## src/rtl/mdb_pkg.sv

```systemverilog
package mdb_pkg;
  localparam int DW = 64;

  // doorbell word offsets; the host and controller sides keep a fixed layout
  localparam logic [7:0] OFF_CDB_LD  = 8'h10;
  localparam logic [7:0] OFF_CDB_AND = 8'h11;
  localparam logic [7:0] OFF_CDB_OR  = 8'h12;
  localparam logic [7:0] OFF_HDB_LD  = 8'h13;
  localparam logic [7:0] OFF_HDB_AND = 8'h14;
  localparam logic [7:0] OFF_HDB_OR  = 8'h15;

  // MSB-0 numbering: bit n lives at vector index DW-1-n
  localparam logic [DW-1:0] CDB_KEEP   = 64'h8000_0000_0000_0000;
  localparam logic [DW-1:0] HDB_KEEP   = 64'hF802_0000_0000_0000;
  localparam int            HDB_MSGRD  = DW - 1 - 1;
  localparam int            HDB_TIMER  = DW - 1 - 14;

  typedef enum logic [1:0] {
    DB_IDLE = 2'd0,
    DB_LOAD = 2'd1,
    DB_AND  = 2'd2,
    DB_OR   = 2'd3
  } db_op_e;

  typedef enum logic [1:0] {
    SRC_NONE = 2'd0,
    SRC_MBOX = 2'd1,
    SRC_CDB  = 2'd2,
    SRC_HDB  = 2'd3
  } rd_src_e;
endpackage

```

## src/rtl/mdb_decode.sv

```systemverilog
module mdb_decode
  import mdb_pkg::*;
#(
  parameter int ADDR_W = 8,
  parameter int NWORDS = 8,
  localparam int IDX_W = (NWORDS > 1) ? $clog2(NWORDS) : 1
) (
  input  logic              wr,
  input  logic [ADDR_W-1:0] addr,
  output logic [NWORDS-1:0] mb_we,
  output db_op_e            cdb_op,
  output db_op_e            hdb_op,
  output rd_src_e           rd_src,
  output logic [IDX_W-1:0]  rd_idx
);
  logic in_mbox;

  always_comb begin
    in_mbox = (int'(addr) < NWORDS);
    rd_idx  = addr[IDX_W-1:0];
    rd_src  = SRC_NONE;
    cdb_op  = DB_IDLE;
    hdb_op  = DB_IDLE;
    if (in_mbox) begin
      rd_src = SRC_MBOX;
    end else begin
      case (addr)
        ADDR_W'(OFF_CDB_LD):  begin rd_src = SRC_CDB; if (wr) cdb_op = DB_LOAD; end
        ADDR_W'(OFF_CDB_AND): if (wr) cdb_op = DB_AND;
        ADDR_W'(OFF_CDB_OR):  if (wr) cdb_op = DB_OR;
        ADDR_W'(OFF_HDB_LD):  begin rd_src = SRC_HDB; if (wr) hdb_op = DB_LOAD; end
        ADDR_W'(OFF_HDB_AND): if (wr) hdb_op = DB_AND;
        ADDR_W'(OFF_HDB_OR):  if (wr) hdb_op = DB_OR;
        default: ;
      endcase
    end
  end

  for (genvar i = 0; i < NWORDS; i++) begin : g_we
    assign mb_we[i] = wr && in_mbox && (rd_idx == IDX_W'(i));
  end

  // at most one mailbox word written per cycle
  we_onehot_chk: assert final ($onehot0(mb_we));
endmodule

```

## src/rtl/mdb_mailbox.sv

```systemverilog
module mdb_mailbox
  import mdb_pkg::*;
#(
  parameter int NWORDS = 8
) (
  input  logic                      clk,
  input  logic                      rst,
  input  logic [NWORDS-1:0]         we,
  input  logic [DW-1:0]             wdata,
  output logic [NWORDS-1:0][DW-1:0] words
);
  for (genvar i = 0; i < NWORDS; i++) begin : g_word
    always_ff @(posedge clk) begin
      if (rst)        words[i] <= '0;
      else if (we[i]) words[i] <= wdata;
    end


    word_hold_chk: assert property (@(posedge clk) disable iff (rst)
      !we[i] |=> $stable(words[i]));
  end
endmodule

```

## src/rtl/mdb_doorbell.sv

```systemverilog
module mdb_doorbell
  import mdb_pkg::*;
#(
  parameter logic [DW-1:0] KEEP     = '1,
  parameter logic [DW-1:0] SELF_CLR = '0
) (
  input  logic          clk,
  input  logic          rst,
  input  db_op_e        op,
  input  logic [DW-1:0] wdata,
  input  logic [DW-1:0] set_bits,
  output logic [DW-1:0] value,
  output logic          fire
);
  logic [DW-1:0] base, merged;

  always_comb begin
    case (op)
      DB_LOAD: base = wdata;
      DB_AND:  base = value & wdata;
      DB_OR:   base = value | wdata;
      default: base = value;
    endcase
    // bus result first, then internal requests on top
    merged = (base | set_bits) & KEEP;
  end

  always_ff @(posedge clk) begin
    if (rst) begin
      value <= '0;
      fire  <= 1'b0;
    end else begin
      value <= merged & ~SELF_CLR;
      fire  <= |(merged & SELF_CLR);
    end
  end

  // stored bits stay inside the legal mask
  keep_mask_chk: assert property (@(posedge clk) disable iff (rst)
    (value & ~KEEP) == '0);

  // a pulse needs an update in the previous cycle
  fire_cause_chk: assert property (@(posedge clk) disable iff (rst)
    fire |-> $past(op != DB_IDLE || set_bits != '0));
endmodule

```

## src/rtl/mdb_bank.sv

```systemverilog
module mdb_bank
  import mdb_pkg::*;
#(
  parameter int ADDR_W = 8,
  parameter int NWORDS = 8,
  localparam int IDX_W = (NWORDS > 1) ? $clog2(NWORDS) : 1
) (
  input  logic              clk,
  input  logic              rst,
  input  logic              bus_rd,
  input  logic              bus_wr,
  input  logic [ADDR_W-1:0] bus_addr,
  input  logic [63:0]       bus_wdata,
  output logic [63:0]       rd_data,
  output logic              rd_valid,
  input  logic              set_msg_read,
  input  logic              set_timer_exp,
  output logic              msg_pend,
  output logic              host_irq
);
  logic [NWORDS-1:0]         mb_we;
  logic [NWORDS-1:0][DW-1:0] words;
  db_op_e                    cdb_op, hdb_op;
  rd_src_e                   rd_src;
  logic [IDX_W-1:0]          rd_idx;
  logic [DW-1:0]             cdb_val, hdb_val, hdb_set, rd_mux;
  logic                      hdb_fire_unused;

  mdb_decode #(.ADDR_W(ADDR_W), .NWORDS(NWORDS)) u_dec (
    .wr(bus_wr), .addr(bus_addr), .mb_we(mb_we),
    .cdb_op(cdb_op), .hdb_op(hdb_op), .rd_src(rd_src), .rd_idx(rd_idx)
  );

  mdb_mailbox #(.NWORDS(NWORDS)) u_mbox (
    .clk(clk), .rst(rst), .we(mb_we), .wdata(bus_wdata), .words(words)
  );

  mdb_doorbell #(.KEEP(CDB_KEEP), .SELF_CLR(CDB_KEEP)) u_cdb (
    .clk(clk), .rst(rst), .op(cdb_op), .wdata(bus_wdata),
    .set_bits('0), .value(cdb_val), .fire(msg_pend)
  );

  always_comb begin
    hdb_set = '0;
    hdb_set[HDB_MSGRD] = set_msg_read;
    hdb_set[HDB_TIMER] = set_timer_exp;
  end

  mdb_doorbell #(.KEEP(HDB_KEEP), .SELF_CLR('0)) u_hdb (
    .clk(clk), .rst(rst), .op(hdb_op), .wdata(bus_wdata),
    .set_bits(hdb_set), .value(hdb_val), .fire(hdb_fire_unused)
  );

  assign host_irq = |hdb_val;

  always_comb begin
    case (rd_src)
      SRC_MBOX: rd_mux = words[rd_idx];
      SRC_CDB:  rd_mux = cdb_val;
      SRC_HDB:  rd_mux = hdb_val;
      default:  rd_mux = '0;
    endcase
  end

  always_ff @(posedge clk) begin
    if (rst) begin
      rd_valid <= 1'b0;
      rd_data  <= '0;
    end else begin
      rd_valid <= bus_rd;
      if (bus_rd) rd_data <= rd_mux;
    end
  end


  rd_lat_chk: assert property (@(posedge clk) disable iff (rst)
    bus_rd |=> rd_valid);


  rd_idle_chk: assert property (@(posedge clk) disable iff (rst)
    !bus_rd |=> !rd_valid);


  cdb_clear_chk: assert property (@(posedge clk) disable iff (rst)
    cdb_val == '0);


  timer_set_chk: assert property (@(posedge clk) disable iff (rst)
    set_timer_exp |=> hdb_val[HDB_TIMER]);


  irq_hold_chk: assert property (@(posedge clk) disable iff (rst)
    (hdb_op == DB_IDLE && !set_msg_read && !set_timer_exp) |=> $stable(host_irq));
endmodule

```

## config.mk

```make
export PLATFORM = sky130hd
export DESIGN_NAME = mdb_bank
export DESIGN_NICKNAME = d
export VERILOG_FILES = /design/src/rtl/mdb_pkg.sv /design/src/rtl/mdb_decode.sv /design/src/rtl/mdb_mailbox.sv /design/src/rtl/mdb_doorbell.sv /design/src/rtl/mdb_bank.sv
export SDC_FILE = /design/constraint.sdc
export NUM_CORES = 1
export LEC_CHECK = 0
export BUFFER_PORTS_ARGS = -buffer_cell sky130_fd_sc_hd__buf_4
export CORE_MARGIN = 3
export CORE_UTILIZATION = 50
export DETAILED_ROUTE_END_ITERATION = 8
export GPL_TIMING_DRIVEN = 0
export PLACE_DENSITY = 0.7
export SLEW_MARGIN = 20
export SYNTH_ARGS = -nofsm -noshare
export SYNTH_HDL_FRONTEND = slang
export SYNTH_HIERARCHICAL = 1
export SYNTH_SLANG_ARGS = --single-unit
```

## constraint.sdc

```tcl
create_clock -name clk -period 3.9 [get_ports clk]
set_input_delay 0.39 -clock clk [delete_from_list [all_inputs] [get_ports clk]]
set_output_delay 0.39 -clock clk [all_outputs]
set_load 0.05 [all_outputs]
```

# [After elaboration in Yosys (flattened, before gate mapping)]
# Cells that the tools add are included.
[op_classes] n_mux=13 n_reduce_logical=13 order_cmp=2 n_bitwise=4 eq_ne=20
[ops] op="64-bit binary-select mux with 3-bit select" n=1
[ops] op="64-bit one-hot mux with 3 select lines" n=1
[ops] op="64-bit one-hot mux with 2 select lines" n=1
[ops] op="64-bit bitwise AND" n=1
[ops] op="64-bit 2-to-1 mux" n=1
[ops] op="64-bit by 63-bit OR with 64-bit output" n=1
[ops] op="64-bit OR" n=1
[ops] op="64-bit OR reduction" n=1
[ops] op="8-bit by 5-bit == test with 1-bit output, second input constant" n=6
[ops] op="3-bit == test, second input constant" n=4
[ops] op="2-bit one-hot mux with 3 select lines" n=2
[ops] op="2-bit 2-to-1 mux" n=5
[ops] op="1-bit logical AND" n=9
[ops] op="2-bit == test, second input constant" n=4
[ops] op="8-bit by 4-bit < comparator with 1-bit output, second input constant" n=1
[ops] op="2-bit by 1-bit == test with 1-bit output, second input constant" n=3
[ops] op="3-bit by 2-bit == test with 1-bit output, second input constant" n=2
[ops] op="3-bit by 4-bit < comparator with 1-bit output, second input constant" n=1
[ops] op="2-bit one-hot mux with 2 select lines" n=1
[ops] op="2-bit OR reduction" n=2
[ops] op="3-bit by 1-bit == test with 1-bit output, second input constant" n=1
[ops] op="3-bit zero test" n=1
[ops] op="1-bit 2-to-1 mux" n=1
[ops] op="1-bit inverter" n=1
[totals] wordCells=65 inputBits=78 ff_bits=642

# [Longest topological paths before layout]
# Gate-level depths: netlist (run 1).
[depth] word_depth=7 ltp_mapped=8 ltp_nobuf=5

# [By module]
# The synthesis (run 1) kept the hierarchy.
[modules_own_cells] module="mdb_mailbox" n_inst=1 area_per_inst_um2=19329.8 cells_each=1713
[modules_own_cells] module="mdb_bank" n_inst=1 area_per_inst_um2=7359.6 cells_each=680
[modules_own_cells] module="mdb_doorbell at u_hdb" n_inst=1 area_per_inst_um2=740.7 cells_each=91
[modules_own_cells] module="mdb_doorbell at u_cdb" n_inst=1 area_per_inst_um2=513.0 cells_each=68
[modules_own_cells] module="mdb_decode" n_inst=1 area_per_inst_um2=242.7 cells_each=34

# [Least setup slack after synthesis (run 1)]
# OpenSTA, ideal clock, no wires.
[synth_path] path_kind="in2reg" start="in bus_addr[3]" end="reg rd_data[49]" stages=8 setup_ps=84 required_time_ps=3816 arrival_ps=2185 path_slack_ps=1631 path_buffers=3 path_cell_list="or4_4 buf_6 nor4_1 and3b_1 clkbuf_1 clkbuf_1 a22oi_1 o31ai_2"
[synth_between] elab_chain_cells=5 word_cells_on_any_way=8 classes_between="order compare (1); eq/ne (4); mux (3)"
[synth_lines] item="start: declaration" line_no="mdb_bank.sv:12" source="input logic [ADDR_W-1:0] bus_addr,"
[synth_lines] item="branches (longest 2 deep; another with 8-bit by 4-bit < comparator with 1-bit output)"
[synth_lines] item="2-bit 2-to-1 mux *" line_no="mdb_decode.sv:24" source="if (in_mbox) begin"
[synth_lines] item="net rd_src[1]" line_no="mdb_bank.sv:24" source="rd_src_e rd_src;"
[synth_lines] item="2-bit == test / 2-bit by 1-bit == test with 1-bit output (equally long branches)" line_no="mdb_bank.sv:57" source="case (rd_src)"
[synth_lines] item="64-bit one-hot mux with 2 select lines *" line_no="mdb_bank.sv:57"
[synth_lines] item="end signal: assignment" line_no="mdb_bank.sv:71" source="if (bus_rd) rd_data <= rd_mux;"
[synth_lines] item="end: declaration" line_no="mdb_bank.sv:14" source="output logic [63:0] rd_data,"
# Mark *: on every way through the listed nets, which the timed path passes.
# A chain may end at the register's enable or synchronous reset.

# [Worst setup path in the final report (run 1)]
[layout_path] start="reg u_hdb.value[49]" end="out host_irq"
[layout_between] elab_chain_cells=1
[layout_lines] item="start: declaration" line_no="mdb_doorbell.sv:12" source="output logic [DW-1:0] value,"
[layout_lines] item="start signal: assignment" line_no="mdb_doorbell.sv:33" source="value <= merged & ~SELF_CLR;"
[layout_lines] item="64-bit OR reduction" line_no="mdb_bank.sv:54" source="assign host_irq = |hdb_val;"
[layout_lines] item="end: declaration" line_no="mdb_bank.sv:19" source="output logic host_irq"
# No other way between the ends.

==> results.py, run 1 <==
metrics = {
    "status": {
        "status": "complete, no violations",
    },
    "routing": {
        "firstDrtPassIters": 5,
        "vias_per_cell": 5.50,
        "post_drt_wl_per_cell_um": 21.8,
        "post-route-drc-count": 0,
        "antenna_left": 0,
        "vias": 20030,
        "drt_iter0_markers": 1384,
        "drt_wl_total_um": 79600,
    },
    "floorplanning": {
        "design.die.area_mm2": 0.0592,
        "die_h_um": 243,
        "rows": 86,
        "fp.dieW_um": 243,
        "core_mm2": 0.0554,
        "start_util_pct": 50.8,
        "io_pins": 145,
    },
    "setup_path": {
        "r2r_cells": 3,
        "timing.rr.start": "u_mbox/words[327]$_SDFFE_PP0P_",
        "critPathArrivalTime_ps": 2680,
        "worst-setup-path-type": "flip-flop to output pin",
        "crit_path_start_kind": "flip-flop",
        "ff2ff_setup_slack_ps": 2670,
        "endpoint_kind": "output pin",
        "rr_endpoint": "rd_data[7]$_SDFFE_PP0P_",
        "cp-endpoint": "host_irq",
        "crit_path_max_fanout": 4,
        "crit_required_ps": 3510,
        "startpoint": "u_hdb/value[49]$_SDFF_PP0_",
    },
    "timing": {
        "finalClockSkew_ps": 12.3,
        "grt_setup_unrepaired": "false",
        "slew_headroom_pct": 31.8,
        "fin_crit_sh_pct": 78.6,
        "drv_slew": 0,
        "setup_tns_ps": 0,
        "finalHoldViolCount": 0,
        "tightest_slew_ps": 1020,
        "setup_slack_ps": 834,
        "finalSetupViolCount": 0,
        "max_freq_mhz": 326,
        "fin_crit_ps": 3070,
    },
    "worst_hold_path": {
        "hold_path.class": "primary input to flip-flop",
    },
    "synth": {
        "synth_area_mm2": 0.0282,
        "ys_warn_count": 6,
        "syn_avg_cell_area_um2": 10.9,
        "syn_inst": 2584,
    },
    "global_routing": {
        "grt_max_degree": 15,
        "antenna_found_initial": 3,
        "grt_pass1_vias": 20619,
        "grt_pass1_wl_um": 123000,
        "grt.total_usage_pct": 26.4,
        "grt_overflow": 0,
    },
    "clock_network": {
        "cts_setup_buffers": 0,
        "cts.reportedPaths.clkPinSlew_ps": 70,
        "holdBufCountCts": 0,
        "cts_tree": "built",
        "clk_latency_ps": 620,
        "ctsHtreeMaxLevel": 2,
        "clk_path_buf_depth": 3,
        "cts_resized": 0,
        "cts_made_buffers": 59,
        "root_buffer": "clkbuf_16",
        "cts_sinks": 584,
    },
    "placed_design": {
        "dp_cells": 3546,
        "io_buffers": 84,
        "hpwl_um": 55800,
        "place_congestion": 0.828,
        "pre_cts_slack_ps": 422,
    },
    "final_layout": {
        "syn2layout_area_growth_pct": 14.1,
        "layout_common_cells": "dfxtp_1, nor2_1, mux2i_1",
        "fin_cells": 3645,
        "nets": 2937,
        "drive_gt1_share_pct": 28.8,
        "mostFrequentLayoutCell": "dfxtp_1",
    },
    "power": {
        "irDropWorstVdd_mv": 0.352,
        "p_leak_nw": 11.9,
        "p_per_area_mw_per_mm2": 389,
    },
    "run": {
        "cap_viol_max_count": 0,
    },
}
## critical path, stage by stage (launching register included)
cell and delay [ps]:
dfxtp_1 420, nor4_1 450, nand4_1 330, or4_1 600, buf_4 240
## sequential cells by signal, indices dropped and copies added, names as in the netlist
register      count
u_mbox/words    512
rd_data          64
u_hdb/value       6
rd_valid          1
u_cdb/fire        1
## cell type report
cell class / instances / area (µm²)
Sequential cell: 584 / 11700
Timing Repair Buffer: 86 / 657
Buffer: 381 / 3370
Clock inverter: 9 / 100
Clock buffer: 89 / 1780
Inverter: 1 / 3.75
Fill cell: 4722 / 23300
Multi-Input combinational cell: 1746 / 13600
Antenna cell: 1 / 2.50
Tap cell: 748 / 936
## routing by layer
| layer | global-route usage (%) | up-vias | wire length, µm |
|---|---|---|---|
| met5 | 0 | - | 41 |
| met4 | 8.79 | 6 | 2480 |
| met3 | 3.95 | 146 | 4540 |
| met2 | 43.4 | 616 | 37300 |
| met1 | 35.9 | 9929 | 35200 |
| li1 | - | 9333 | - |
## worst min path at each step
| stage | startpoint | endpoint | cells after the start |
|---|---|---|---|
| floorplan | u_mbox/words[192]$_SDFFE_PP0P_ | u_mbox/words[192]$_SDFFE_PP0P_ | 2 |
| CTS | bus_wdata[36] | u_mbox/words[100]$_SDFFE_PP0P_ | 3 |
| global route | bus_wdata[38] | u_mbox/words[102]$_SDFFE_PP0P_ | 3 |
| global placement | u_mbox/words[239]$_SDFFE_PP0P_ | u_mbox/words[239]$_SDFFE_PP0P_ | 2 |
| finish | bus_wdata[51] | u_mbox/words[51]$_SDFFE_PP0P_ | 3 |
| detailed placement | u_mbox/words[464]$_SDFFE_PP0P_ | u_mbox/words[464]$_SDFFE_PP0P_ | 2 |
## stage by stage
step	instance area [µm²]	total power, W	hold slack [ps]	util [%]
CTS	32100	0.0125	19.9	58.0
global route	32100	0.0129	38.7	58.0
floorplan	28600	0.00674	454	-
global placement	30200	0.00699	466	54.5
detailed placement	30200	0.00700	476	54.6
finish	32100	0.0125	46.0	58.0
## power breakdown
group          switching [W]  internal, W  leakage [nW]
clock                0.00234      0.00324         0.923
combinational       0.000568     0.000350          6.28
sequential         0.0000142      0.00598          4.70
(Power assumes the default switching activity.)
==> inputs of run 2 (changes only) <==
==> constraint.sdc (replaced) <==
create_clock -name clk -period 3.2 [get_ports clk]
set_input_delay 0.32 -clock clk [delete_from_list [all_inputs] [get_ports clk]]
set_output_delay 0.32 -clock clk [all_outputs]
set_load 0.05 [all_outputs]
==> results.py, run 2 (synthesized netlist as in run 1, its figures left out) <==
metrics = {
    "status": {
        "status": "complete, no violations",
    },
    "placed_design": {
        "io_buffers": 84,
        "hpwl_um": 55800,
        "place_congestion": 0.828,
    },
    "setup_path": {
        "endpoint_kind": "output pin",
        "worst-setup-path-type": "flip-flop to output pin",
        "critPathArrivalTime_ps": 2680,
        "crit_path_max_fanout": 4,
        "crit_path_start_kind": "flip-flop",
        "ff2ff_setup_slack_ps": 1970,
        "crit_required_ps": 2880,
    },
    "timing": {
        "max_freq_mhz": 334,
        "tightest_slew_ps": 1020,
        "fin_crit_sh_pct": 93.7,
        "drv_slew": 0,
        "finalHoldViolCount": 0,
        "fin_crit_ps": 3000,
        "finalSetupViolCount": 0,
        "finalClockSkew_ps": 11.5,
        "hold_ws_ps": 23.2,
        "slew_headroom_pct": 31.8,
        "grt_setup_unrepaired": "false",
    },
    "floorplanning": {
        "fp.dieW_um": 243,
        "io_pins": 145,
        "start_util_pct": 50.8,
        "core_mm2": 0.0554,
        "die_h_um": 243,
        "design.die.area_mm2": 0.0592,
        "rows": 86,
    },
    "final_layout": {
        "largestRegisters": "u_mbox/words: 512 flops, rd_data: 64 flops, u_hdb/value: 6 flops",
        "largest_reg_flops": 512,
        "layout_common_cells": "dfxtp_1, nor2_1, mux2i_1",
        "drive_gt1_share_pct": 28.2,
        "mostFrequentLayoutCell": "dfxtp_1",
        "regMostFlops": "u_mbox/words",
        "fillCellCount": 4672,
        "nets": 2994,
        "n_antenna_cell": 0,
        "syn2layout_area_growth_pct": 16.1,
    },
    "power": {
        "p_leak_nw": 12.1,
        "p_per_area_mw_per_mm2": 467,
        "total_power_w": 0.0153,
        "irDropWorstVdd_mv": 0.430,
    },
    "clock_network": {
        "cts_made_buffers": 59,
        "ctsHtreeMaxLevel": 2,
        "cts.reportedPaths.clkPinSlew_ps": 60,
        "clk_path_buf_depth": 3,
        "clk_latency_ps": 620,
        "root_buffer": "clkbuf_16",
        "cts_tree": "built",
        "cts_sinks": 584,
    },
    "global_routing": {
        "grt.total_usage_pct": 26.6,
        "antenna_found_initial": 3,
        "grt_pass1_vias": 20917,
        "grt_overflow": 0,
        "grt_pass1_wl_um": 123000,
        "grt_max_degree": 15,
    },
    "routing": {
        "drt_wl_total_um": 79900,
        "post_drt_wl_per_cell_um": 21.6,
        "vias_per_cell": 5.47,
        "vias": 20262,
        "firstDrtPassIters": 5,
        "post-route-drc-count": 0,
        "drt_iter0_markers": 1322,
        "antenna_left": 0,
    },
    "run": {
        "cap_viol_max_count": 0,
    },
    "worst_hold_path": {
        "hold_path.class": "primary input to flip-flop",
    },
}
-- run 2: cell types whose count changed in the layout (fill, tap and decap cells not counted), sizes merged --
| cell | change |
|---|---|
| diode | -1 |
| dlygate4sd3 | +57 |
-- run 2: worst max-delay path, stage by stage, from the launching register on --
cell and delay [ps]:
dfxtp_1 420, nor4_1 450, nand4_1 320, or4_1 610, buf_4 250
-- run 2: power breakdown --
part           total [W]  internal [W]  switching, W
clock network    0.00679       0.00395       0.00284
logic            0.00118      0.000471      0.000708
registers        0.00731       0.00729     0.0000174
total             0.0153        0.0117       0.00357
-- run 2: worst paths after layout --
path | start | end | depth (start not counted)
worst max register to register | u_mbox/words[346]$_SDFFE_PP0P_ | rd_data[26]$_SDFFE_PP0P_ | 3
worst max-delay path | u_hdb/value[49]$_SDFF_PP0_ | host_irq | 4
worst min-delay path | bus_wdata[60] | u_hdb/value[60]$_SDFF_PP0_ | 3
worst min register to register | u_mbox/words[279]$_SDFFE_PP0P_ | u_mbox/words[279]$_SDFFE_PP0P_ | 2
-- run 2: layer usage --
metal	wire (µm)	global-route usage (%)	vias to the layer above
met4	2620	8.79	6
met3	4330	3.89	155
met1	35400	36.0	10034
met2	37500	43.7	622
met5	41	0	-
li1	-	-	9445
-- run 2: layout make-up --
cell class	count	area (µm²)	area share [%]
Multi-Input combinational cell	1746	13600	41.5
Sequential cell	584	11700	35.8
Buffer	381	3370	10.3
Clock buffer	89	1780	5.45
Timing Repair Buffer	143	1230	3.75
Tap cell	748	936	2.86
Clock inverter	9	100	0.306
Inverter	1	3.75	0.0115
-- run 2: what timing repair did --
item | 4_1_cts | 5_1_grt
hold buffers | 57 | 0
setup buffers | 0 | 0
gates resized for setup | 0 | 0
endpoints found under the hold margin | 424 | 0
-- run 2: through the flow --
| stage | util [%] | TNS (ps) | std cells | area (µm²) | worst slack (ps) |
|---|---|---|---|---|---|
| 5_1_grt | 59.0 | 0 | 3701 | 32700 | 244 |
| 4_1_cts | 59.0 | 0 | 3701 | 32700 | 199 |
| 2_1_floorplan | - | 0 | 2712 | 28600 | 1010 |
| 6_report | 59.0 | 0 | 3701 | 32700 | 202 |
| 3_3_place_gp | 54.5 | -3460 | 3544 | 30200 | -636 |
| 3_5_place_dp | 54.6 | -1550 | 3546 | 30200 | -208 |
==> inputs of run 3 (changes only) <==
--- a/config.mk
+++ b/config.mk
@@ -11,6 +11,7 @@
 export DETAILED_ROUTE_END_ITERATION = 8
 export GPL_TIMING_DRIVEN = 0
 export PLACE_DENSITY = 0.7
+export REMOVE_ABC_BUFFERS = 1
 export SLEW_MARGIN = 20
 export SYNTH_ARGS = -nofsm -noshare
 export SYNTH_HDL_FRONTEND = slang
==> results.py, run 3 (synthesized netlist as in run 1, its figures left out) <==
metrics = {
    "clock_network": {
        "cts_tree": "built",
        "clk_latency_ps": 620,
        "cts_resized": 0,
        "cts_made_buffers": 60,
        "clk_path_buf_depth": 3,
        "cts_sinks": 584,
        "ctsHtreeMaxLevel": 2,
        "cts.reportedPaths.clkPinSlew_ps": 60,
        "root_buffer": "clkbuf_16",
    },
    "routing": {
        "post_drt_wl_per_cell_um": 20.0,
        "firstDrtPassIters": 5,
        "drt_iter0_markers": 1373,
        "drt_wl_total_um": 70500,
        "vias_per_cell": 5.47,
        "vias": 19262,
        "antenna_left": 0,
        "post-route-drc-count": 0,
    },
    "placed_design": {
        "io_buffers": 144,
        "pre_cts_slack_ps": -506,
        "place_area_mm2": 0.0287,
        "place_congestion": 0.750,
        "hpwl_um": 46700,
    },
    "setup_path": {
        "critPathArrivalTime_ps": 3610,
        "ff2ff_setup_slack_ps": 2010,
        "startpoint": "bus_addr[2]",
        "worst-setup-path-type": "primary input to flip-flop",
        "cp-endpoint": "u_mbox/words[279]$_SDFFE_PP0P_",
        "crit_required_ps": 3690,
        "rr_endpoint": "rd_data[50]$_SDFFE_PP0P_",
        "endpoint_kind": "flip-flop",
        "crit_path_start_kind": "primary input",
        "timing.rr.start": "u_mbox/words[370]$_SDFFE_PP0P_",
        "crit_path_max_fanout": 73,
        "r2r_cells": 3,
    },
    "timing": {
        "finalSetupViolCount": 0,
        "slew_headroom_pct": 34.7,
        "fin_crit_sh_pct": 97.6,
        "hold_ws_ps": 37.7,
        "setup_slack_ps": 76.8,
        "grt_setup_unrepaired": "false",
        "max_freq_mhz": 320,
        "finalHoldViolCount": 0,
        "fin_crit_ps": 3120,
        "finalClockSkew_ps": 10.9,
        "drv_slew": 0,
        "tightest_slew_ps": 980,
    },
    "final_layout": {
        "layout_common_cells": "dfxtp_1, nor2_1, mux2i_1",
        "drive_gt1_share_pct": 25.6,
        "largest_reg_flops": 512,
        "fillCellCount": 4664,
        "regMostFlops": "u_mbox/words",
        "syn2layout_area_growth_pct": 12.1,
        "mostFrequentLayoutCell": "dfxtp_1",
        "fin_area_mm2": 0.0316,
        "largestRegisters": "u_mbox/words: 512 flops, rd_data: 64 flops, u_hdb/value: 6 flops",
        "nets": 2800,
    },
    "run": {
        "cap_viol_max_count": 0,
    },
    "global_routing": {
        "antenna_found_initial": 4,
        "grt_pass1_vias": 19741,
        "busiest_layer": "met2",
        "grt_util_met1_pct": 31.2,
        "grt_util_met3_pct": 3.68,
        "grt_max_degree": 141,
        "grt_pass1_wl_um": 111000,
        "grt_overflow": 0,
        "grt.total_usage_pct": 23.3,
        "grt_use_met2_pct": 38.6,
    },
    "status": {
        "status": "complete, no violations",
    },
    "power": {
        "p_leak_nw": 11.5,
        "p_per_area_mw_per_mm2": 504,
        "irDropWorstVdd_mv": 0.471,
    },
    "worst_hold_path": {
        "hold_path.class": "primary input to flip-flop",
    },
    "floorplanning": {
        "io_pins": 145,
        "die_h_um": 243,
        "fp.dieW_um": 243,
        "design.die.area_mm2": 0.0592,
        "start_util_pct": 50.8,
        "rows": 86,
        "core_mm2": 0.0554,
    },
}
-- run 3: changes by cell type in the layout (fill, tap and decap cells not counted), sizes merged --
cell / before / now
bufinv: 2 / 12
diode: 0 / 2
inv: 1 / 3
clkinv: 5 / 17
dlygate4sd3: 57 / 61
clkbuf: 131 / 79
clkinvlp: 2 / 3
buf: 425 / 268
-- run 3: cell type report --
class                           instances  area, µm²  share of cell area, %
Multi-Input combinational cell       1746      13700                   43.3
Inverter                                1       3.75                 0.0119
Tap cell                              748        936                   2.97
Clock buffer                           79       1710                   5.43
Clock inverter                         34        485                   1.54
Antenna cell                            2       5.00                 0.0159
Timing Repair Buffer                  329       3080                   9.74
Sequential cell                       584      11700                   37.0
-- run 3: worst min path at each step --
| stage | start | to | slack (ps) | depth (start not counted) |
|---|---|---|---|---|
| final | bus_wdata[60] | u_mbox/words[252]$_SDFFE_PP0P_ | 40 | 3 |
| after global routing | bus_wdata[60] | u_mbox/words[316]$_SDFFE_PP0P_ | 40 | 3 |
| after CTS | bus_wdata[49] | u_mbox/words[497]$_SDFFE_PP0P_ | 3 | 3 |
| after detailed placement | u_mbox/words[292]$_SDFFE_PP0P_ | u_mbox/words[292]$_SDFFE_PP0P_ | 470 | 2 |
| after global placement | u_mbox/words[200]$_SDFFE_PP0P_ | u_mbox/words[200]$_SDFFE_PP0P_ | 470 | 2 |
| after floorplan | rst | u_cdb/fire$_SDFF_PP0_ | 390 | 1 |
-- run 3: per-stage QoR --
stage,total power [W],util (%),TNS [ps],std cells
after floorplan,0.00779,-,-2629000,2331
after global placement,0.00823,49.2,-6816530,3223
after detailed placement,0.00829,51.9,-27090,3347
after CTS,0.0160,56.9,0,3521
after global routing,0.0164,57.0,0,3522
final,0.0159,57.0,0,3523
-- run 3: worst max-delay path, stage by stage --
cell	delay [ps]
buf_6	700
or3b_1	550
nor3_2	660
buf_6	240
buf_6	150
buf_4	200
buf_4	230
buf_4	230
mux2i_1	220
nor2_1	50
-- run 3: routing by layer --
metal | share of wire (%) | vias to the layer above
li1 | - | 9051
met1 | 45 | 9569
met2 | 47 | 507
met3 | 5.2 | 129
met4 | 2.6 | 6
met5 | 0.051 | -
-- run 3: repair_timing --
| item | 4_1_cts | 5_1_grt |
|---|---|---|
| hold endpoints to repair | 362 | 0 |
| buffers inserted | 0 | 0 |
| hold buffers | 61 | 0 |
-- run 3: where the power goes --
part           total, W  leakage [nW]  switching, W  internal [W]
sequential      0.00730          4.70     0.0000157       0.00729
clock           0.00769          1.09       0.00297       0.00472
combinational  0.000924          5.70      0.000575      0.000349
total            0.0159          11.5       0.00356        0.0124
